--- src/rtl/pwm_dt_pkg.sv ---
package pwm_dt_pkg;
    typedef enum logic [1:0] {
        CNT_UP   = 2'd0,
        CNT_DOWN = 2'd1,
        CNT_UPDN = 2'd2
    } cnt_mode_e;
endpackage

--- src/rtl/pwm_counter.sv ---
module pwm_counter
    import pwm_dt_pkg::*;
#(
    parameter int CNT_W = 16
) (
    input  logic             clk,
    input  logic             rst_n,
    input  logic             tick_i,
    input  logic             start_i,
    input  logic             stop_i,
    input  logic             reload_i,
    input  logic [1:0]       mode_i,
    input  logic             swap_i,
    input  logic [CNT_W-1:0] cmp_buf_i,
    input  logic [CNT_W-1:0] per_buf_i,
    output logic [CNT_W-1:0] cnt_o,
    output logic [CNT_W-1:0] cmp_act_o,
    output logic             running_o,
    output logic             match_o,
    output logic             ovf_o,
    output logic             unf_o,
    output logic             tc_o
);
    typedef struct packed {
        logic [CNT_W-1:0] cnt;
        logic [CNT_W-1:0] cmp_act;
        logic [CNT_W-1:0] per_act;
        logic             running;
        logic             dir_down;
        logic             match;
        logic             ovf;
        logic             unf;
        logic             tc;
    } ctr_state_t;

    localparam logic [CNT_W-1:0] ONE = CNT_W'(1);

    ctr_state_t s_d, s_q;
    cnt_mode_e  mode;
    logic       top_ev, bot_ev;

    assign mode = cnt_mode_e'(mode_i);

    always_comb begin
        s_d       = s_q;
        s_d.match = 1'b0;
        s_d.ovf   = 1'b0;
        s_d.unf   = 1'b0;
        s_d.tc    = 1'b0;
        top_ev    = 1'b0;
        bot_ev    = 1'b0;
        if (stop_i) begin
            s_d.running = 1'b0;
        end else if (reload_i) begin
            s_d.cnt      = (mode == CNT_DOWN) ? per_buf_i : '0;
            s_d.cmp_act  = cmp_buf_i;
            s_d.per_act  = per_buf_i;
            s_d.dir_down = 1'b0;
            s_d.running  = 1'b1;
        end else begin
            if (start_i) s_d.running = 1'b1;
            if (tick_i && s_q.running) begin
                s_d.match = (s_q.cnt == s_q.cmp_act);
                case (mode)
                    CNT_DOWN: begin
                        if (s_q.cnt == '0) begin
                            s_d.cnt     = per_buf_i;
                            s_d.per_act = per_buf_i;
                            s_d.cmp_act = cmp_buf_i;
                            s_d.unf     = 1'b1;
                            s_d.tc      = 1'b1;
                        end else begin
                            s_d.cnt = s_q.cnt - ONE;
                        end
                    end
                    CNT_UPDN: begin
                        if (!s_q.dir_down) begin
                            if (s_q.cnt >= s_q.per_act) begin
                                s_d.dir_down = 1'b1;
                                s_d.cnt      = s_q.cnt - ONE;
                                top_ev       = 1'b1;
                            end else begin
                                s_d.cnt = s_q.cnt + ONE;
                            end
                        end else begin
                            if (s_q.cnt == '0) begin
                                s_d.dir_down = 1'b0;
                                s_d.cnt      = s_q.cnt + ONE;
                                s_d.per_act  = per_buf_i;
                                s_d.cmp_act  = cmp_buf_i;
                                s_d.tc       = 1'b1;
                                bot_ev       = 1'b1;
                            end else begin
                                s_d.cnt = s_q.cnt - ONE;
                            end
                        end
                        s_d.ovf = swap_i ? bot_ev : top_ev;
                        s_d.unf = swap_i ? top_ev : bot_ev;
                    end
                    default: begin
                        if (s_q.cnt >= s_q.per_act) begin
                            s_d.cnt     = '0;
                            s_d.per_act = per_buf_i;
                            s_d.cmp_act = cmp_buf_i;
                            s_d.ovf     = 1'b1;
                            s_d.tc      = 1'b1;
                        end else begin
                            s_d.cnt = s_q.cnt + ONE;
                        end
                    end
                endcase
            end
        end
    end

    always_ff @(posedge clk or negedge rst_n) begin
        if (!rst_n) s_q <= '0;
        else        s_q <= s_d;
    end

    assign cnt_o     = s_q.cnt;
    assign cmp_act_o = s_q.cmp_act;
    assign running_o = s_q.running;
    assign match_o   = s_q.match;
    assign ovf_o     = s_q.ovf;
    assign unf_o     = s_q.unf;
    assign tc_o      = s_q.tc;

    // a running count never passes the active period (P >= 1 in up/down)
    assert_cnt_in_range_R2: assert property (@(posedge clk) disable iff (!rst_n)
        s_q.running |-> (s_q.cnt <= s_q.per_act));
    // overflow and underflow never fire together
    assert_ovf_unf_exclusive_R5: assert property (@(posedge clk) disable iff (!rst_n)
        !(ovf_o && unf_o));
    // shadow compare and period change only after a reload or at a period end
    assert_shadow_boundary_R7: assert property (@(posedge clk) disable iff (!rst_n)
        (!$stable(s_q.cmp_act) || !$stable(s_q.per_act)) |-> ($past(reload_i) || tc_o));
    // without a tick (and no reload) the count holds
    assert_hold_without_tick_R11: assert property (@(posedge clk) disable iff (!rst_n)
        (!tick_i && !reload_i) |=> $stable(s_q.cnt));
endmodule

--- src/rtl/pwm_line.sv ---
module pwm_line #(
    parameter int CNT_W = 16
) (
    input  logic [CNT_W-1:0] cnt_i,
    input  logic [CNT_W-1:0] cmp_i,
    input  logic             running_i,
    output logic             line_o
);
    always_comb begin
        line_o = running_i && (cnt_i < cmp_i);
    end
endmodule

--- src/rtl/pwm_deadtime.sv ---
module pwm_deadtime #(
    parameter int DT_W = 8
) (
    input  logic            clk,
    input  logic            rst_n,
    input  logic            tick_i,
    input  logic            line_i,
    input  logic [DT_W-1:0] dead_time_i,
    output logic            out_p,
    output logic            out_n
);
    localparam logic [DT_W-1:0] DT_ONE = DT_W'(1);

    typedef struct packed {
        logic            prev;
        logic            p;
        logic            n;
        logic [DT_W-1:0] left;
    } dt_state_t;

    dt_state_t s_d, s_q;

    always_comb begin
        s_d = s_q;
        if (tick_i) begin
            if (line_i != s_q.prev) begin
                s_d.prev = line_i;
                if (dead_time_i == '0) begin
                    s_d.p    = line_i;
                    s_d.n    = !line_i;
                    s_d.left = '0;
                end else begin
                    s_d.p    = 1'b0;
                    s_d.n    = 1'b0;
                    s_d.left = dead_time_i;
                end
            end else if (s_q.left != '0) begin
                s_d.left = s_q.left - DT_ONE;
                if (s_q.left == DT_ONE) begin
                    s_d.p = s_q.prev;
                    s_d.n = !s_q.prev;
                end
            end
        end
    end

    always_ff @(posedge clk or negedge rst_n) begin
        if (!rst_n) begin
            s_q.prev <= 1'b0;
            s_q.p    <= 1'b0;
            s_q.n    <= 1'b1;
            s_q.left <= '0;
        end else begin
            s_q <= s_d;
        end
    end

    assign out_p = s_q.p;
    assign out_n = s_q.n;

    // the two gate outputs are never high at once
    assert_no_overlap_R8: assert property (@(posedge clk) disable iff (!rst_n)
        !(out_p && out_n));
    // with zero dead time a seen edge leaves the outputs complementary
    assert_zero_dt_complement_R9: assert property (@(posedge clk) disable iff (!rst_n)
        (tick_i && dead_time_i == '0 && line_i != s_q.prev) |=> (out_p == !out_n));
endmodule

--- src/rtl/pwm_dt_channel.sv ---
module pwm_dt_channel #(
    parameter int CNT_W = 16,
    parameter int DT_W  = 8
) (
    input  logic             clk,
    input  logic             rst_n,
    input  logic             tick_i,
    input  logic             start_i,
    input  logic             stop_i,
    input  logic             reload_i,
    input  logic [1:0]       mode_i,
    input  logic             swap_i,
    input  logic [CNT_W-1:0] cmp_buf_i,
    input  logic [CNT_W-1:0] per_buf_i,
    input  logic [DT_W-1:0]  dead_time_i,
    output logic             out_p,
    output logic             out_n,
    output logic             match_o,
    output logic             ovf_o,
    output logic             unf_o,
    output logic             tc_o
);
    logic [CNT_W-1:0] cnt, cmp_act;
    logic             running, line;

    pwm_counter #(.CNT_W(CNT_W)) u_ctr (
        .clk       (clk),
        .rst_n     (rst_n),
        .tick_i    (tick_i),
        .start_i   (start_i),
        .stop_i    (stop_i),
        .reload_i  (reload_i),
        .mode_i    (mode_i),
        .swap_i    (swap_i),
        .cmp_buf_i (cmp_buf_i),
        .per_buf_i (per_buf_i),
        .cnt_o     (cnt),
        .cmp_act_o (cmp_act),
        .running_o (running),
        .match_o   (match_o),
        .ovf_o     (ovf_o),
        .unf_o     (unf_o),
        .tc_o      (tc_o)
    );

    pwm_line #(.CNT_W(CNT_W)) u_line (
        .cnt_i     (cnt),
        .cmp_i     (cmp_act),
        .running_i (running),
        .line_o    (line)
    );

    pwm_deadtime #(.DT_W(DT_W)) u_dt (
        .clk         (clk),
        .rst_n       (rst_n),
        .tick_i      (tick_i),
        .line_i      (line),
        .dead_time_i (dead_time_i),
        .out_p       (out_p),
        .out_n       (out_n)
    );
endmodule

--- config.mk ---
export PLATFORM = sky130hd
export DESIGN_NAME = pwm_dt_channel
export DESIGN_NICKNAME = d
export VERILOG_FILES = /design/src/rtl/pwm_dt_pkg.sv /design/src/rtl/pwm_counter.sv /design/src/rtl/pwm_line.sv /design/src/rtl/pwm_deadtime.sv /design/src/rtl/pwm_dt_channel.sv
export SDC_FILE = /design/constraint.sdc
export NUM_CORES = 1
export LEC_CHECK = 0
export BUFFER_PORTS_ARGS = -buffer_cell sky130_fd_sc_hd__buf_2
export CAP_MARGIN = 20
export CORE_MARGIN = 2
export CORE_UTILIZATION = 34
export DETAILED_ROUTE_END_ITERATION = 7
export PLACE_DENSITY_LB_ADDON = 0.1
export SYNTH_ARGS = -nofsm -noshare
export SYNTH_HDL_FRONTEND = slang
export SYNTH_SLANG_ARGS = --single-unit
--- constraint.sdc ---
create_clock -name clk -period 3.95 [get_ports clk]
set_clock_uncertainty 0.1 [all_clocks]
set_input_delay 0.395 -clock clk [delete_from_list [all_inputs] [get_ports clk]]
set_output_delay 0.395 -clock clk [all_outputs]
set_load 0.03 [all_outputs]
* Yosys cells after proc, flatten, opt, wreduce, memory -nomap -nowiden
Index checks and enable logic that the tools add are counted.
Storage, ports and cells: output and inout port bits 6, latch bits 0, input port bits 49, register bits after elaboration 65, ROM bits 0, memories 0, word-level logic and storage cells 78, RAM bits 0
Cells by class: $mul 0, order comparisons 2, equality and inequality tests 6, divide/modulo/power cells 0, shifts and indexed selects 0, mux-type cells 34, $add $sub $neg 3, bitwise logic cells 1, reduce and logical (&&, ||, !) cells 19
Operators with widths (count):
- $mux 16 | 6
- $mux 32 | 3
- $pmux 48 s2 | 1
- $mux 50 | 1
- $mux 48 | 1
- $mux 10 | 3
- $add 16x1->16 const B | 1
- $eq 16x16->1 | 1
- $ge 16x16->1 | 1
- $logic_not 16->1 | 1
- $lt 16x16->1 | 1
- $sub 16x1->16 const B | 1
- $mux 1 | 11
- $eq 8x1->1 const B | 1
- $logic_not 8->1 | 1
- $mux 4 | 2
- $reduce_bool 2->1 | 4
- $reduce_bool 8->1 | 1
- $sub 8x1->8 const B | 1
- $pmux 1 s2 | 3
- $reduce_and 2->1 | 3
- $reduce_and 3->1 | 2
- $mux 5 | 1
- $mux 2 | 2
- 10 further kinds | 12

* Longest topological paths before layout
Gate-level depths: netlist of the first run.
word-level depth 8, gate-level depth with buffers 12, depth with buffers taken out 10

* Modules after synthesis
Synthesis of the first run repeated with hierarchy kept, for this count alone.
Second synthesis, totals: cells, all modules 765, area total of the unflattened synthesis 5926.9 µm²
By module, submodules not included:
- pwm_counter | instances 1, cells an instance 623, area an instance 4742.0 µm², sequential area each 1351.3 µm²
- pwm_deadtime | instances 1, cells an instance 88, area an instance 783.3 µm², sequential area each 276.5 µm²
- pwm_line | instances 1, cells an instance 54, area an instance 401.6 µm², sequential area each 0.0 µm²

* Least setup slack after synthesis of the first run
OpenSTA, ideal clock, no wires.
path type flip-flop to flip-flop, start register u_ctr.s_q (netlist bit u_ctr.cnt_o[15]), end register u_ctr.s_q (netlist bit u_ctr.cnt_o[5]), setup slack 895 ps, setup time 77 ps, cell stages (with the launch flop) 12, buffers on the path 2, arrival 2879 ps, required time 3773 ps, period minus slack after synthesis 3055 ps, path through dfrtp_1 ha_1 nand4_1 nor3_1 or4_1 or3_1 buf_2 or3_1 buf_2 o41ai_1 a21oi_1 o21ai_1
On the way: word-level cells in the longest chain between the ends 6, elaborated cells between the ends (all ways) 10, classes of those cells 1 x order compare; 8 x mux; 1 x reduce/logical
RTL lines:
- start: declaration | RTL line pwm_counter.sv:38 | ctr_state_t s_d, s_q;
- start signal: assignment | RTL line pwm_counter.sv:117 | if (!rst_n) s_q <= '0;
- start signal: assignment | RTL line pwm_counter.sv:118 | else s_q <= s_d;
- $ge 16x16->1 or $logic_not 16->1 (tied branches)
- $mux 16 (on tied branches) | RTL line pwm_counter.sv:78, pwm_counter.sv:86
- $mux 16 | RTL line pwm_counter.sv:77 | if (!s_q.dir_down) begin
- $pmux 48 s2 (*) | RTL line pwm_counter.sv:64 | case (mode)
- $mux 48 (*) | RTL line pwm_counter.sv:62 | if (tick_i && s_q.running) begin
- $mux 50 (*) | RTL line pwm_counter.sv:54 | end else if (reload_i) begin
Every way passes the cells marked *; elsewhere a longest branch is shown, timed or not. The select of a mux whose other input is x is not followed. A chain may end at the register's enable or synchronous reset.

* Worst setup path after layout of the first run
start register u_ctr.s_q (netlist bit u_ctr.cnt_o[13]), end register u_ctr.s_q (netlist bit u_ctr.cnt_o[5])
Same word-level chain as after synthesis.

==> report_table.html, run 1 <==
<table>
<tr><th>Metric</th><th>Value</th></tr>
<tr><th colspan="2">Run status</th></tr>
<tr><td>Result of the run</td><td>finished, violations left</td></tr>
<tr><td>Violations in the final reports</td><td>negative hold slack</td></tr>
<tr><th colspan="2">Worst setup path</th></tr>
<tr><td>Count of buffering cells on the critical path with inverters included</td><td>0</td></tr>
<tr><td>Critical path cell sequence</td><td>ha_1 -&gt; nand4_1 -&gt; nor3_1 -&gt; or4_1 -&gt; or3_1 -&gt; or3_1 -&gt; o41ai_1 -&gt; a21oi_1 -&gt; o21ai_1</td></tr>
<tr><td>Required time at the endpoint of the critical path</td><td>4.12 ns</td></tr>
<tr><td>Reg-to-reg startpoint</td><td>u_ctr.cnt_o[13]</td></tr>
<tr><td>Worst Path Max Fanout</td><td>10</td></tr>
<tr><td>Critical Path Sink Type</td><td>flip-flop</td></tr>
<tr><td>Slack of the worst reg-to-reg path</td><td>around 0.42 ns</td></tr>
<tr><td>Number of cells traversed by the worst register-to-register path</td><td>9</td></tr>
<tr><td>Cell with the largest stage delay on the worst path</td><td>sky130_fd_sc_hd__or3_1</td></tr>
<tr><td>Cell class contributing the biggest share of worst-path delay</td><td>simple AND/OR/NAND/NOR gates</td></tr>
<tr><td>Worst path most repeated cell</td><td>sky130_fd_sc_hd__or3_1</td></tr>
<tr><td>Biggest cell delay along the critical path</td><td>0.61 ns</td></tr>
<tr><td>Arrival time of data at the critical path endpoint</td><td>3.70 ns</td></tr>
<tr><td>Kind of launch point of the worst setup path</td><td>flip-flop</td></tr>
<tr><td>Worst R2R End</td><td>u_ctr.cnt_o[5]</td></tr>
<tr><td>Start-to-end type of the worst setup path</td><td>flip-flop to flip-flop</td></tr>
<tr><th colspan="2">Die</th></tr>
<tr><td>Initial standard-cell utilization of the core</td><td>a little over a third</td></tr>
<tr><td>Die area</td><td>about 15000 um2</td></tr>
<tr><td>Die width</td><td>123.5 um</td></tr>
<tr><td>Ports</td><td>between 50 and 60</td></tr>
<tr><td>Y dimension of the die</td><td>approximately 120 um</td></tr>
<tr><td>Core outline area</td><td>13930 um2</td></tr>
<tr><td>Number of placement rows</td><td>43</td></tr>
<tr><th colspan="2">Timing</th></tr>
<tr><td>Max_slew headroom</td><td>42.93%</td></tr>
<tr><td>Worst Tran Pin Value</td><td>0.8560 ns</td></tr>
<tr><td>Hold Slack</td><td>-0.01645 ns</td></tr>
<tr><td>Minimum clock period</td><td>3.531 ns</td></tr>
<tr><td>Setup_tns</td><td>0 ns</td></tr>
<tr><td>Fraction of the cycle the final worst path needs</td><td>89.38%</td></tr>
<tr><td>Final hold violation count</td><td>4</td></tr>
<tr><td>Max-slew violation count</td><td>0</td></tr>
<tr><td>Unrepaired setup endpoints after global routing</td><td>false</td></tr>
<tr><td>Finish-stage setup viols</td><td>0</td></tr>
<tr><td>Fmax</td><td>283.2 MHz</td></tr>
<tr><th colspan="2">Clock network</th></tr>
<tr><td>CTS tree</td><td>built</td></tr>
<tr><td>H-tree Lvls</td><td>3</td></tr>
<tr><td>Number of buffers inserted during clock tree synthesis</td><td>9</td></tr>
<tr><td>Hold bufs inserted after CTS</td><td>0</td></tr>
<tr><td>Number of gates resized after cts</td><td>0</td></tr>
<tr><td>Library cell used as clock root buffer</td><td>sky130_fd_sc_hd__clkbuf_16</td></tr>
<tr><td>Clock network latency to the later pin of the worst-skew pair</td><td>around 0.35 ns</td></tr>
<tr><td>Number of clock sinks</td><td>65</td></tr>
<tr><td>Reg clk slew, reported paths</td><td>0.06 ns</td></tr>
<tr><td>Clock buffer depth</td><td>2</td></tr>
<tr><td>Buffers inserted by post-CTS timing repair</td><td>0</td></tr>
<tr><th colspan="2">Layout</th></tr>
<tr><td>Seq. cell area</td><td>roughly 1600 um2</td></tr>
<tr><td>Final design area excluding fillers</td><td>around 5600 um2</td></tr>
<tr><td>Final Net Count</td><td>between 700 and 800</td></tr>
<tr><td>P&amp;R area growth vs syn</td><td>15.85%</td></tr>
<tr><td>Fillers</td><td>roughly 1400</td></tr>
<tr><td>Number of antenna repair diodes</td><td>0</td></tr>
<tr><td>Fraction of final layout cells with drive strength greater than 1</td><td>18.23%</td></tr>
<tr><td>Area taken by multi-input logic gates</td><td>2879 um2</td></tr>
<tr><th colspan="2">Placed design</th></tr>
<tr><td>Post-detail-place hpwl</td><td>11.03 mm</td></tr>
<tr><td>Final weighted congestion of routability-driven global placement</td><td>0.9052</td></tr>
<tr><td>Placed Instance Area</td><td>5318 um2</td></tr>
<tr><td>Count of port buffers added during placement</td><td>54</td></tr>
<tr><th colspan="2">Global routing</th></tr>
<tr><td>Wire length of the first global-routing pass</td><td>23.77 mm</td></tr>
<tr><td>Overall global routing resource usage</td><td>20.86%</td></tr>
<tr><td>Maximum number of pins on one net before global-route repair</td><td>33</td></tr>
<tr><td>Initial antenna violation count</td><td>0</td></tr>
<tr><td>Grt ovf</td><td>0</td></tr>
<tr><td>Vias in the first global route</td><td>around 4300</td></tr>
<tr><th colspan="2">Route</th></tr>
<tr><td>Drt first pass iters</td><td>5</td></tr>
<tr><td>Routed wire length per instance</td><td>about 19 um</td></tr>
<tr><td>Vias per std cell</td><td>between 5 and 6</td></tr>
<tr><td>Initial detailed-routing violation count</td><td>480</td></tr>
<tr><td>Final antenna-violating net count</td><td>0</td></tr>
<tr><td>DR DRC count</td><td>0</td></tr>
<tr><td>Sum of routed wire length over all layers</td><td>15.06 mm</td></tr>
<tr><td>Detailed-route via count</td><td>4516</td></tr>
<tr><th colspan="2">Power</th></tr>
<tr><td>Peak VDD IR</td><td>~0.20 mV</td></tr>
<tr><td>Lkg Pwr</td><td>2.578 nW</td></tr>
<tr><td>Power per cell area</td><td>486.9 nW/um2</td></tr>
<tr><th colspan="2">Worst hold path</th></tr>
<tr><td>Hold WC Path Type</td><td>input port to async pin</td></tr>
<tr><th colspan="2">Yosys</th></tr>
<tr><td>Synth Cell Area</td><td>4855 um2</td></tr>
<tr><td>Sequential-to-total area share from yosys stat</td><td>approximately a third</td></tr>
<tr><td>Post-synth cell types</td><td>65</td></tr>
<tr><td>Syn Nets</td><td>between 600 and 700</td></tr>
<tr><td>Dominant synthesized flop cell</td><td>sky130_fd_sc_hd__dfrtp_1</td></tr>
<tr><td>Number of enable flip-flop cells after synthesis</td><td>0</td></tr>
<tr><td>Most common cell in the synthesized netlist</td><td>sky130_fd_sc_hd__dfrtp_1</td></tr>
<tr><td>Average cell area after synthesis</td><td>8.608 um2</td></tr>
<tr><td>Flop and latch count out of synthesis</td><td>65</td></tr>
<tr><td>Leading cell types by total area after synthesis</td><td>sky130_fd_sc_hd__dfrtp_1, sky130_fd_sc_hd__ha_1, sky130_fd_sc_hd__a22o_1</td></tr>
<tr><td>Post-synthesis async set-or-reset flop share</td><td>100.0%</td></tr>
<tr><td>Yosys top cell area share</td><td>roughly a third</td></tr>
<tr><td>Yosys synthesis warning count</td><td>0</td></tr>
<tr><td>Count of mapped cells out of synthesis</td><td>564</td></tr>
<tr><td>Most frequent cells after synthesis</td><td>sky130_fd_sc_hd__dfrtp_1, sky130_fd_sc_hd__inv_1, sky130_fd_sc_hd__nand2_1, sky130_fd_sc_hd__ha_1, sky130_fd_sc_hd__a21oi_1</td></tr>
<tr><td>Post-synthesis cell type with the largest combined area</td><td>sky130_fd_sc_hd__dfrtp_1</td></tr>
<tr><th colspan="2">Job</th></tr>
<tr><td>Max capacitance violation total</td><td>0</td></tr>
</table>
-- registers in the layout, summed over array words and instances (netlist names) --
| register | flops |
|---|---|
| u_ctr.s_q | 17 |
| u_ctr.cmp_act_o | 16 |
| u_ctr.cnt_o | 16 |
| u_dt.s_q | 9 |
| u_ctr.match_o | 1 |
| u_ctr.ovf_o | 1 |
| u_ctr.running_o | 1 |
| u_ctr.tc_o | 1 |
| u_ctr.unf_o | 1 |
| u_dt.out_n | 1 |
| u_dt.out_p | 1 |
-- kinds of logic after synthesis --
group / after synthesis / share of synthesized area (%)
AND/OR/NAND/NOR: 184 / 20.26
adder cells (fa/ha/maj): 39 / 10.05
flip-flops: 65 / 33.53
XOR/XNOR: 19 / 3.428
AO/OA/AOI/OAI: 169 / 24.18
buffers and inverters: 82 / 7.242
multiplexers: 6 / 1.314
-- layout make-up --
class | count | share of cell area, %
Clock buffer | 10 | 4.249
Clock inverter | 6 | 1.201
Inverter | 52 | 3.471
Multi-Input combinational cell | 417 | 51.19
Sequential cell | 65 | 28.94
Tap cell | 180 | 4.004
Timing Repair Buffer | 70 | 6.941
-- how the worst max path moves through the flow --
stage / startpoint / end / slack, ns / cells after the start
floorplan: u_ctr.cnt_o[15] / u_ctr.cnt_o[5] / 0.89 / 11
global placement: u_ctr.cnt_o[13] / u_ctr.cnt_o[5] / 0.50 / 9
detailed placement: u_ctr.cnt_o[13] / u_ctr.cnt_o[5] / 0.47 / 9
CTS: u_ctr.cnt_o[13] / u_ctr.cnt_o[5] / 0.43 / 9
global route: u_ctr.cnt_o[13] / u_ctr.cnt_o[5] / 0.23 / 9
finish: u_ctr.cnt_o[13] / u_ctr.cnt_o[5] / 0.42 / 9
-- placed cells by master (no fill, tap or decap), types with 16 or more instances in the layout --
cell                      instances
sky130_fd_sc_hd__a22o_1          36
sky130_fd_sc_hd__nand3_1         20
sky130_fd_sc_hd__nor2_1          35
sky130_fd_sc_hd__buf_4           16
sky130_fd_sc_hd__nand2_1         41
sky130_fd_sc_hd__inv_1           52
sky130_fd_sc_hd__dfrtp_1         64
sky130_fd_sc_hd__ha_1            39
sky130_fd_sc_hd__o21ai_0         36
sky130_fd_sc_hd__buf_2           54
sky130_fd_sc_hd__a21oi_1         37
-- stage by stage --
step | utilization, % | total power, mW | hold WS, ns | setup WS (ns) | std cells
2_1_floorplan | - | 1.591 | -0.0005911 | 0.8947 | 564
6_report | 40.36 | 2.739 | -0.01645 | 0.4194 | 800
3_5_place_dp | 38.16 | 1.902 | 0.3864 | 0.4678 | 784
3_3_place_gp | 38.16 | 1.882 | 0.3812 | 0.4986 | 784
5_1_grt | 40.36 | 2.919 | 0.04220 | 0.2275 | 800
4_1_cts | 40.36 | 2.757 | 0.01076 | 0.4301 | 800
-- power by group --
| part | internal [mW] | switching [mW] |
|---|---|---|
| Combinational | 0.407 | 0.549 |
| Sequential | 0.791 | 0.153 |
| Clock | 0.507 | 0.332 |
| Total | 1.70 | 1.03 |
-- routing by layer --
layer	routed length (um)	vias up	GRT usage, %
met5	0	-	0
met4	226	0	7.741
met3	890	15	3.875
met2	6800	138	32.04
met1	7145	2205	29.09
li1	-	2158	-
Power figures use the tool's default switching activity.
==> inputs of run 2 (changes only) <==
HOLD_SLACK_MARGIN = 0.08   (was unset)
SETUP_SLACK_MARGIN = 0.5   (was unset)
==> run 2 against run 1 <==
Effect of this change: the flow now finishes without violations; via count grew 0.38%; combinational power grew 1%; maximum frequency grew 7.7%; wire length shrank 0.74%; cell count grew 0.63%; sequential share of layout area shrank 0.29 points; setup slack gained 0.25 ns; critical path depth is the same.
==> report_table.html, run 2 (synthesized netlist as in run 1, its figures left out) <==
<table>
<tr><th>Metric</th><th>Value</th></tr>
<tr><th colspan="2">Timing</th></tr>
<tr><td>Setup_tns</td><td>0 ns</td></tr>
<tr><td>Worst Tran Pin Value</td><td>0.8408 ns</td></tr>
<tr><td>Fraction of the cycle the final worst path needs</td><td>83.03%</td></tr>
<tr><td>Max-slew violation count</td><td>0</td></tr>
<tr><td>Fmax</td><td>304.9 MHz</td></tr>
<tr><td>Post-route worst setup slack</td><td>0.6705 ns</td></tr>
<tr><td>Max_slew headroom</td><td>43.94%</td></tr>
<tr><td>Finish-stage setup viols</td><td>0</td></tr>
<tr><td>Minimum clock period</td><td>3.280 ns</td></tr>
<tr><td>Unrepaired setup endpoints after global routing</td><td>false</td></tr>
<tr><td>Final hold violation count</td><td>0</td></tr>
<tr><th colspan="2">Layout</th></tr>
<tr><td>Number of flip-flops under the largest register name</td><td>17</td></tr>
<tr><td>Number of antenna repair diodes</td><td>0</td></tr>
<tr><td>Area taken by multi-input logic gates</td><td>2889 um2</td></tr>
<tr><td>P&amp;R area growth vs syn</td><td>17.04%</td></tr>
<tr><td>Fillers</td><td>~1400</td></tr>
<tr><td>Final core occ</td><td>between 40% and 50%</td></tr>
<tr><td>Most common cell after layout, fill and taps aside</td><td>sky130_fd_sc_hd__dfrtp_1</td></tr>
<tr><td>Commonest cells after routing, fill and taps aside</td><td>sky130_fd_sc_hd__dfrtp_1, sky130_fd_sc_hd__buf_2, sky130_fd_sc_hd__inv_1</td></tr>
<tr><td>Seq. cell area</td><td>1628 um2</td></tr>
<tr><td>Fraction of final layout cells with drive strength greater than 1</td><td>19.04%</td></tr>
<tr><td>Register containing the most flip-flops in the final layout</td><td>u_ctr.s_q</td></tr>
<tr><td>Final Net Count</td><td>708</td></tr>
<tr><th colspan="2">Run status</th></tr>
<tr><td>Result of the run</td><td>finished, final reports clean</td></tr>
<tr><th colspan="2">Die</th></tr>
<tr><td>Core outline area</td><td>~14000 um2</td></tr>
<tr><td>Die area</td><td>15250 um2</td></tr>
<tr><td>Number of placement rows</td><td>43</td></tr>
<tr><td>Die width</td><td>123.5 um</td></tr>
<tr><td>Initial standard-cell utilization of the core</td><td>34.84%</td></tr>
<tr><td>Ports</td><td>55</td></tr>
<tr><td>Y dimension of the die</td><td>123.5 um</td></tr>
<tr><th colspan="2">Clock network</th></tr>
<tr><td>Number of clock sinks</td><td>65</td></tr>
<tr><td>Clock buffer depth</td><td>2</td></tr>
<tr><td>Number of buffers inserted during clock tree synthesis</td><td>9</td></tr>
<tr><td>CTS tree</td><td>built</td></tr>
<tr><td>H-tree Lvls</td><td>3</td></tr>
<tr><td>Clock network latency to the later pin of the worst-skew pair</td><td>approximately 0.35 ns</td></tr>
<tr><td>Library cell used as clock root buffer</td><td>sky130_fd_sc_hd__clkbuf_16</td></tr>
<tr><td>Reg clk slew, reported paths</td><td>0.06 ns</td></tr>
<tr><th colspan="2">Worst setup path</th></tr>
<tr><td>Worst path most repeated cell</td><td>sky130_fd_sc_hd__or3_4</td></tr>
<tr><td>Biggest cell delay along the critical path</td><td>0.49 ns</td></tr>
<tr><td>Start-to-end type of the worst setup path</td><td>flip-flop to flip-flop</td></tr>
<tr><td>Slack of the worst reg-to-reg path</td><td>0.67 ns</td></tr>
<tr><td>Cell class contributing the biggest share of worst-path delay</td><td>simple AND/OR/NAND/NOR gates</td></tr>
<tr><td>Worst R2R End</td><td>u_ctr.cnt_o[5]</td></tr>
<tr><td>Count of buffering cells on the critical path with inverters included</td><td>0</td></tr>
<tr><td>Number of cells traversed by the worst register-to-register path</td><td>9</td></tr>
<tr><td>Critical path cell sequence</td><td>ha_1 -&gt; nand4_1 -&gt; nor3_1 -&gt; or4_1 -&gt; or3_4 -&gt; or3_4 -&gt; o41ai_1 -&gt; a21oi_1 -&gt; o21ai_1</td></tr>
<tr><td>Arrival time of data at the critical path endpoint</td><td>~3.5 ns</td></tr>
<tr><td>Required time at the endpoint of the critical path</td><td>4.12 ns</td></tr>
<tr><td>Worst Path Max Fanout</td><td>10</td></tr>
<tr><td>Kind of launch point of the worst setup path</td><td>flip-flop</td></tr>
<tr><td>Reg-to-reg startpoint</td><td>u_ctr.cnt_o[13]</td></tr>
<tr><td>Cell with the largest stage delay on the worst path</td><td>sky130_fd_sc_hd__dfrtp_1</td></tr>
<tr><td>Critical Path Sink Type</td><td>flip-flop</td></tr>
<tr><th colspan="2">Route</th></tr>
<tr><td>Detailed-route via count</td><td>roughly 4500</td></tr>
<tr><td>Vias per std cell</td><td>5.631</td></tr>
<tr><td>Drt first pass iters</td><td>5</td></tr>
<tr><td>Routed wire length per instance</td><td>roughly 19 um</td></tr>
<tr><td>Final antenna-violating net count</td><td>0</td></tr>
<tr><td>DR DRC count</td><td>0</td></tr>
<tr><td>Sum of routed wire length over all layers</td><td>14.95 mm</td></tr>
<tr><td>Initial detailed-routing violation count</td><td>around 430</td></tr>
<tr><th colspan="2">Power</th></tr>
<tr><td>Total net switching power</td><td>1.034 mW</td></tr>
<tr><td>Power per cell area</td><td>between 400 and 500 nW/um2</td></tr>
<tr><td>Share of total power in sequential cells</td><td>34.4%</td></tr>
<tr><td>Share of power burned in the clock network</td><td>roughly 30%</td></tr>
<tr><td>Total power draw</td><td>2.747 mW</td></tr>
<tr><td>Lkg Pwr</td><td>between 2 and 3 nW</td></tr>
<tr><td>Power Internal</td><td>1.713 mW</td></tr>
<tr><td>Switching Fraction</td><td>between 30% and 40%</td></tr>
<tr><td>Combinational Power Share</td><td>a little over a third</td></tr>
<tr><td>Peak VDD IR</td><td>0.1950 mV</td></tr>
<tr><th colspan="2">Worst hold path</th></tr>
<tr><td>End point of the most critical hold path</td><td>u_ctr.cmp_act_o[2]</td></tr>
<tr><td>Hold WC Path Type</td><td>input port to flip-flop</td></tr>
<tr><td>Launch point of the worst hold path</td><td>cmp_buf_i[2]</td></tr>
<tr><td>Min-Delay Path Depth</td><td>2</td></tr>
<tr><th colspan="2">Global routing</th></tr>
<tr><td>Vias in the first global route</td><td>approximately 4300</td></tr>
<tr><td>Overall global routing resource usage</td><td>20.86%</td></tr>
<tr><td>Initial antenna violation count</td><td>0</td></tr>
<tr><td>Grt ovf</td><td>0</td></tr>
<tr><td>Maximum number of pins on one net before global-route repair</td><td>33</td></tr>
<tr><td>Wire length of the first global-routing pass</td><td>23.77 mm</td></tr>
<tr><th colspan="2">Placed design</th></tr>
<tr><td>Count of port buffers added during placement</td><td>54</td></tr>
<tr><td>Post-detail-place hpwl</td><td>~11 mm</td></tr>
<tr><td>Final weighted congestion of routability-driven global placement</td><td>0.9052</td></tr>
<tr><td>Minimum setup slack after placement</td><td>approximately 0.47 ns</td></tr>
<tr><th colspan="2">Job</th></tr>
<tr><td>Max capacitance violation total</td><td>0</td></tr>
</table>
==> run 2: how the worst max path moves through the flow <==
stage	slack (ns)	to	from	cells past startpoint
after floorplan	0.89	u_ctr.cnt_o[5]	u_ctr.cnt_o[15]	11
after global placement	0.50	u_ctr.cnt_o[5]	u_ctr.cnt_o[13]	9
after detailed placement	0.47	u_ctr.cnt_o[5]	u_ctr.cnt_o[13]	9
after CTS	0.54	u_ctr.cnt_o[3]	u_ctr.cnt_o[8]	9
after global routing	0.51	u_ctr.cnt_o[5]	u_ctr.cnt_o[13]	9
final	0.67	u_ctr.cnt_o[5]	u_ctr.cnt_o[13]	9
==> run 2: power groups by stage <==
stage	clock (mW)	combinational, mW	sequential, mW
final	0.835	0.967	0.944
after global routing	0.889	1.08	0.964
after CTS	0.861	0.957	0.943
after detailed placement	0	0.949	0.952
after global placement	0	0.932	0.950
after floorplan	0	0.677	0.914
==> run 2: stage by stage <==
step	hold slack [ns]	std cells	cell area [um2]
after floorplan	-0.0005911	564	4855
after global placement	0.3812	784	5318
final	0.1598	805	5682
after detailed placement	0.3864	784	5318
after CTS	0.1493	801	5639
after global routing	0.1669	805	5682
==> run 2: area by class of cell <==
cell class	instances	share of cell area, %
Tap cell	180	3.964
Sequential cell	65	28.65
Multi-Input combinational cell	417	50.85
Timing Repair Buffer	75	7.708
Inverter	52	3.435
Clock buffer	10	4.206
Clock inverter	6	1.189
==> run 2: timing repair <==
action,4_1_cts,5_1_grt
setup endpoints to repair,2,39
endpoints found under the hold margin,28,0
gates resized for setup,1,3
buffers inserted,0,4
hold buffers,1,0
pin swaps,0,1
==> run 2: per-layer routing <==
metal,global-route usage [%],wire length (um)
met4,7.741,255
met2,32.04,6657
met1,29.09,7064
met5,0,0
met3,3.875,974
==> inputs of run 3 (changes only) <==
clock period = 2.8 ns   (was 3.95 ns; I/O delays follow)
==> run 3 against run 2 <==
Effect of this change: critical endpoint is now u_ctr.cnt_o[8]; wire length increased by 8.4%; largest cell class unchanged; sequential power increased by 37%; via count increased by 8.5%; register-to-register slack got worse by 0.81 ns; non-clock buffer count increased by 92; sequential cell count unchanged; utilization increased by 9.3 points; the run now ends with negative setup slack left; combinational power increased by 100%; cell count increased by 11%; count of clock-buffer cells in the layout increased by 1.
==> report_table.html, run 3 (synthesized netlist as in run 1, its figures left out) <==
<table>
<tr><th>Metric</th><th>Value</th></tr>
<tr><th colspan="2">Global routing</th></tr>
<tr><td>Maximum number of pins on one net before global-route repair</td><td>35</td></tr>
<tr><td>Overall global routing resource usage</td><td>22.53%</td></tr>
<tr><td>Initial antenna violation count</td><td>0</td></tr>
<tr><td>Grt ovf</td><td>0</td></tr>
<tr><td>Wire length of the first global-routing pass</td><td>25.88 mm</td></tr>
<tr><td>Vias in the first global route</td><td>4840</td></tr>
<tr><th colspan="2">Timing</th></tr>
<tr><td>Fmax</td><td>340.5 MHz</td></tr>
<tr><td>Finish-stage setup viols</td><td>46</td></tr>
<tr><td>Hold Slack</td><td>0.09234 ns</td></tr>
<tr><td>Max-slew violation count</td><td>0</td></tr>
<tr><td>Setup_tns</td><td>-2.801 ns</td></tr>
<tr><td>Unrepaired setup endpoints after global routing</td><td>true</td></tr>
<tr><td>Minimum clock period</td><td>2.937 ns</td></tr>
<tr><td>Final hold violation count</td><td>0</td></tr>
<tr><td>Max_slew headroom</td><td>around 44%</td></tr>
<tr><td>Worst Tran Pin Value</td><td>0.8339 ns</td></tr>
<tr><td>Fraction of the cycle the final worst path needs</td><td>104.9%</td></tr>
<tr><td>Post-route worst setup slack</td><td>-0.1367 ns</td></tr>
<tr><th colspan="2">Die</th></tr>
<tr><td>Die area</td><td>15250 um2</td></tr>
<tr><td>Die width</td><td>123.5 um</td></tr>
<tr><td>Core outline area</td><td>about 14000 um2</td></tr>
<tr><td>Y dimension of the die</td><td>123.5 um</td></tr>
<tr><td>Number of placement rows</td><td>43</td></tr>
<tr><td>Ports</td><td>55</td></tr>
<tr><td>Initial standard-cell utilization of the core</td><td>a little over a third</td></tr>
<tr><th colspan="2">Layout</th></tr>
<tr><td>Commonest cells after routing, fill and taps aside</td><td>sky130_fd_sc_hd__buf_4, sky130_fd_sc_hd__dfrtp_1, sky130_fd_sc_hd__buf_2</td></tr>
<tr><td>Most common cell after layout, fill and taps aside</td><td>sky130_fd_sc_hd__buf_4</td></tr>
<tr><td>P&amp;R area growth vs syn</td><td>43.61%</td></tr>
<tr><td>Final core occ</td><td>50.03%</td></tr>
<tr><td>Fraction of final layout cells with drive strength greater than 1</td><td>34.31%</td></tr>
<tr><td>Number of antenna repair diodes</td><td>0</td></tr>
<tr><td>Final Net Count</td><td>800</td></tr>
<tr><td>Number of flip-flops under the largest register name</td><td>17</td></tr>
<tr><td>Register containing the most flip-flops in the final layout</td><td>u_ctr.s_q</td></tr>
<tr><td>Final Non-Filler Cells</td><td>897</td></tr>
<tr><th colspan="2">Worst hold path</th></tr>
<tr><td>Hold WC Path Type</td><td>input port to flip-flop</td></tr>
<tr><th colspan="2">Placed design</th></tr>
<tr><td>Post-detail-place hpwl</td><td>11.44 mm</td></tr>
<tr><td>Count of port buffers added during placement</td><td>54</td></tr>
<tr><td>Cells after DPL</td><td>840</td></tr>
<tr><td>Final weighted congestion of routability-driven global placement</td><td>0.8990</td></tr>
<tr><th colspan="2">Clock network</th></tr>
<tr><td>Reg clk slew, reported paths</td><td>0.06 ns</td></tr>
<tr><td>Clock network latency to the later pin of the worst-skew pair</td><td>0.34 ns</td></tr>
<tr><td>CTS tree</td><td>built</td></tr>
<tr><td>Number of clock sinks</td><td>65</td></tr>
<tr><td>H-tree Lvls</td><td>3</td></tr>
<tr><td>Library cell used as clock root buffer</td><td>sky130_fd_sc_hd__clkbuf_16</td></tr>
<tr><td>Number of buffers inserted during clock tree synthesis</td><td>9</td></tr>
<tr><td>Clock buffer depth</td><td>2</td></tr>
<tr><th colspan="2">Worst setup path</th></tr>
<tr><td>Required time at the endpoint of the critical path</td><td>2.98 ns</td></tr>
<tr><td>Start-to-end type of the worst setup path</td><td>flip-flop to flip-flop</td></tr>
<tr><td>Kind of launch point of the worst setup path</td><td>flip-flop</td></tr>
<tr><td>Arrival time of data at the critical path endpoint</td><td>about 3.1 ns</td></tr>
<tr><td>Critical Path Sink Type</td><td>flip-flop</td></tr>
<tr><td>Worst Path Max Fanout</td><td>4</td></tr>
<tr><th colspan="2">Power</th></tr>
<tr><td>Power per cell area</td><td>645.3 nW/um2</td></tr>
<tr><td>Lkg Pwr</td><td>3.177 nW</td></tr>
<tr><td>Total power draw</td><td>4.499 mW</td></tr>
<tr><td>Peak VDD IR</td><td>0.2978 mV</td></tr>
<tr><th colspan="2">Run status</th></tr>
<tr><td>Violations in the final reports</td><td>negative setup slack</td></tr>
<tr><td>Result of the run</td><td>finished, violations left</td></tr>
<tr><th colspan="2">Route</th></tr>
<tr><td>Vias per std cell</td><td>5.484</td></tr>
<tr><td>Routed wire length per instance</td><td>roughly 18 um</td></tr>
<tr><td>Initial detailed-routing violation count</td><td>388</td></tr>
<tr><td>Sum of routed wire length over all layers</td><td>16.22 mm</td></tr>
<tr><td>Drt first pass iters</td><td>5</td></tr>
<tr><td>DR DRC count</td><td>0</td></tr>
<tr><td>Detailed-route via count</td><td>4919</td></tr>
<tr><td>Final antenna-violating net count</td><td>0</td></tr>
<tr><th colspan="2">Job</th></tr>
<tr><td>Max capacitance violation total</td><td>0</td></tr>
</table>
==> run 3: repair_timing <==
item	CTS	global route
pin swaps	40	21
hold endpoints to repair	51	0
endpoints found under the setup margin	63	63
gates resized for setup	59	29
setup buffers	17	2
gates cloned	1	0
hold buffers	21	0
==> run 3: path summary, 6_finish.rpt <==
kind                                      start             endpoint  slack [ns]  cells past startpoint
worst max register to register  u_ctr.cnt_o[13]       u_ctr.cnt_o[8]       -0.14                     11
max in group asynchronous                 rst_n  u_ctr.cmp_act_o[13]        1.33                      3
worst max-delay path            u_ctr.cnt_o[13]       u_ctr.cnt_o[8]       -0.14                     11
min in group asynchronous                 rst_n          u_dt.s_q[3]        0.48                      2
worst min-delay path               per_buf_i[9]        u_ctr.s_q[15]        0.09                      2
worst min register to register    u_ctr.s_q[12]        u_ctr.s_q[12]        0.40                      1
==> run 3: per-stage QoR <==
step / area [um2] / worst slack, ns
detailed placement: 5888 / -0.2751
finish: 6972 / -0.1367
CTS: 6845 / -0.2233
global placement: 5888 / -0.2104
global route: 6972 / -0.2168
floorplan: 5022 / -0.06920
==> run 3: cell type report <==
class	count	area, um2
Fill cell	1303	6963
Multi-Input combinational cell	417	3283
Sequential cell	65	1630
Timing Repair Buffer	167	1316
Clock buffer	11	242.7
Tap cell	180	225.2
Inverter	52	195.2
Clock inverter	5	78.83
==> run 3: routing by layer <==
metal | up-vias | global-route usage, % | wire length [um]
li1 | 2348 | - | -
met1 | 2401 | 31.38 | 7604
met2 | 146 | 35.89 | 7430
met3 | 24 | 2.721 | 831
met4 | 0 | 8.097 | 348
met5 | - | 0 | 0
==> run 3: report_power, final <==
group          internal [mW]  switching [mW]
Sequential              1.12           0.170
Combinational          0.952            1.00
Clock                  0.803           0.453
==> run 3: worst max-delay path, cell delays in order, from the launching register on <==
cell	delay (ns)
sky130_fd_sc_hd__dfrtp_1	0.41
sky130_fd_sc_hd__ha_4	0.26
sky130_fd_sc_hd__a21oi_2	0.11
sky130_fd_sc_hd__o21ai_1	0.07
sky130_fd_sc_hd__or4_4	0.53
sky130_fd_sc_hd__or3_4	0.38
sky130_fd_sc_hd__buf_6	0.14
sky130_fd_sc_hd__buf_4	0.13
sky130_fd_sc_hd__a21oi_2	0.12
sky130_fd_sc_hd__a21oi_2	0.06
sky130_fd_sc_hd__or4b_1	0.48
sky130_fd_sc_hd__nand4_1	0.09
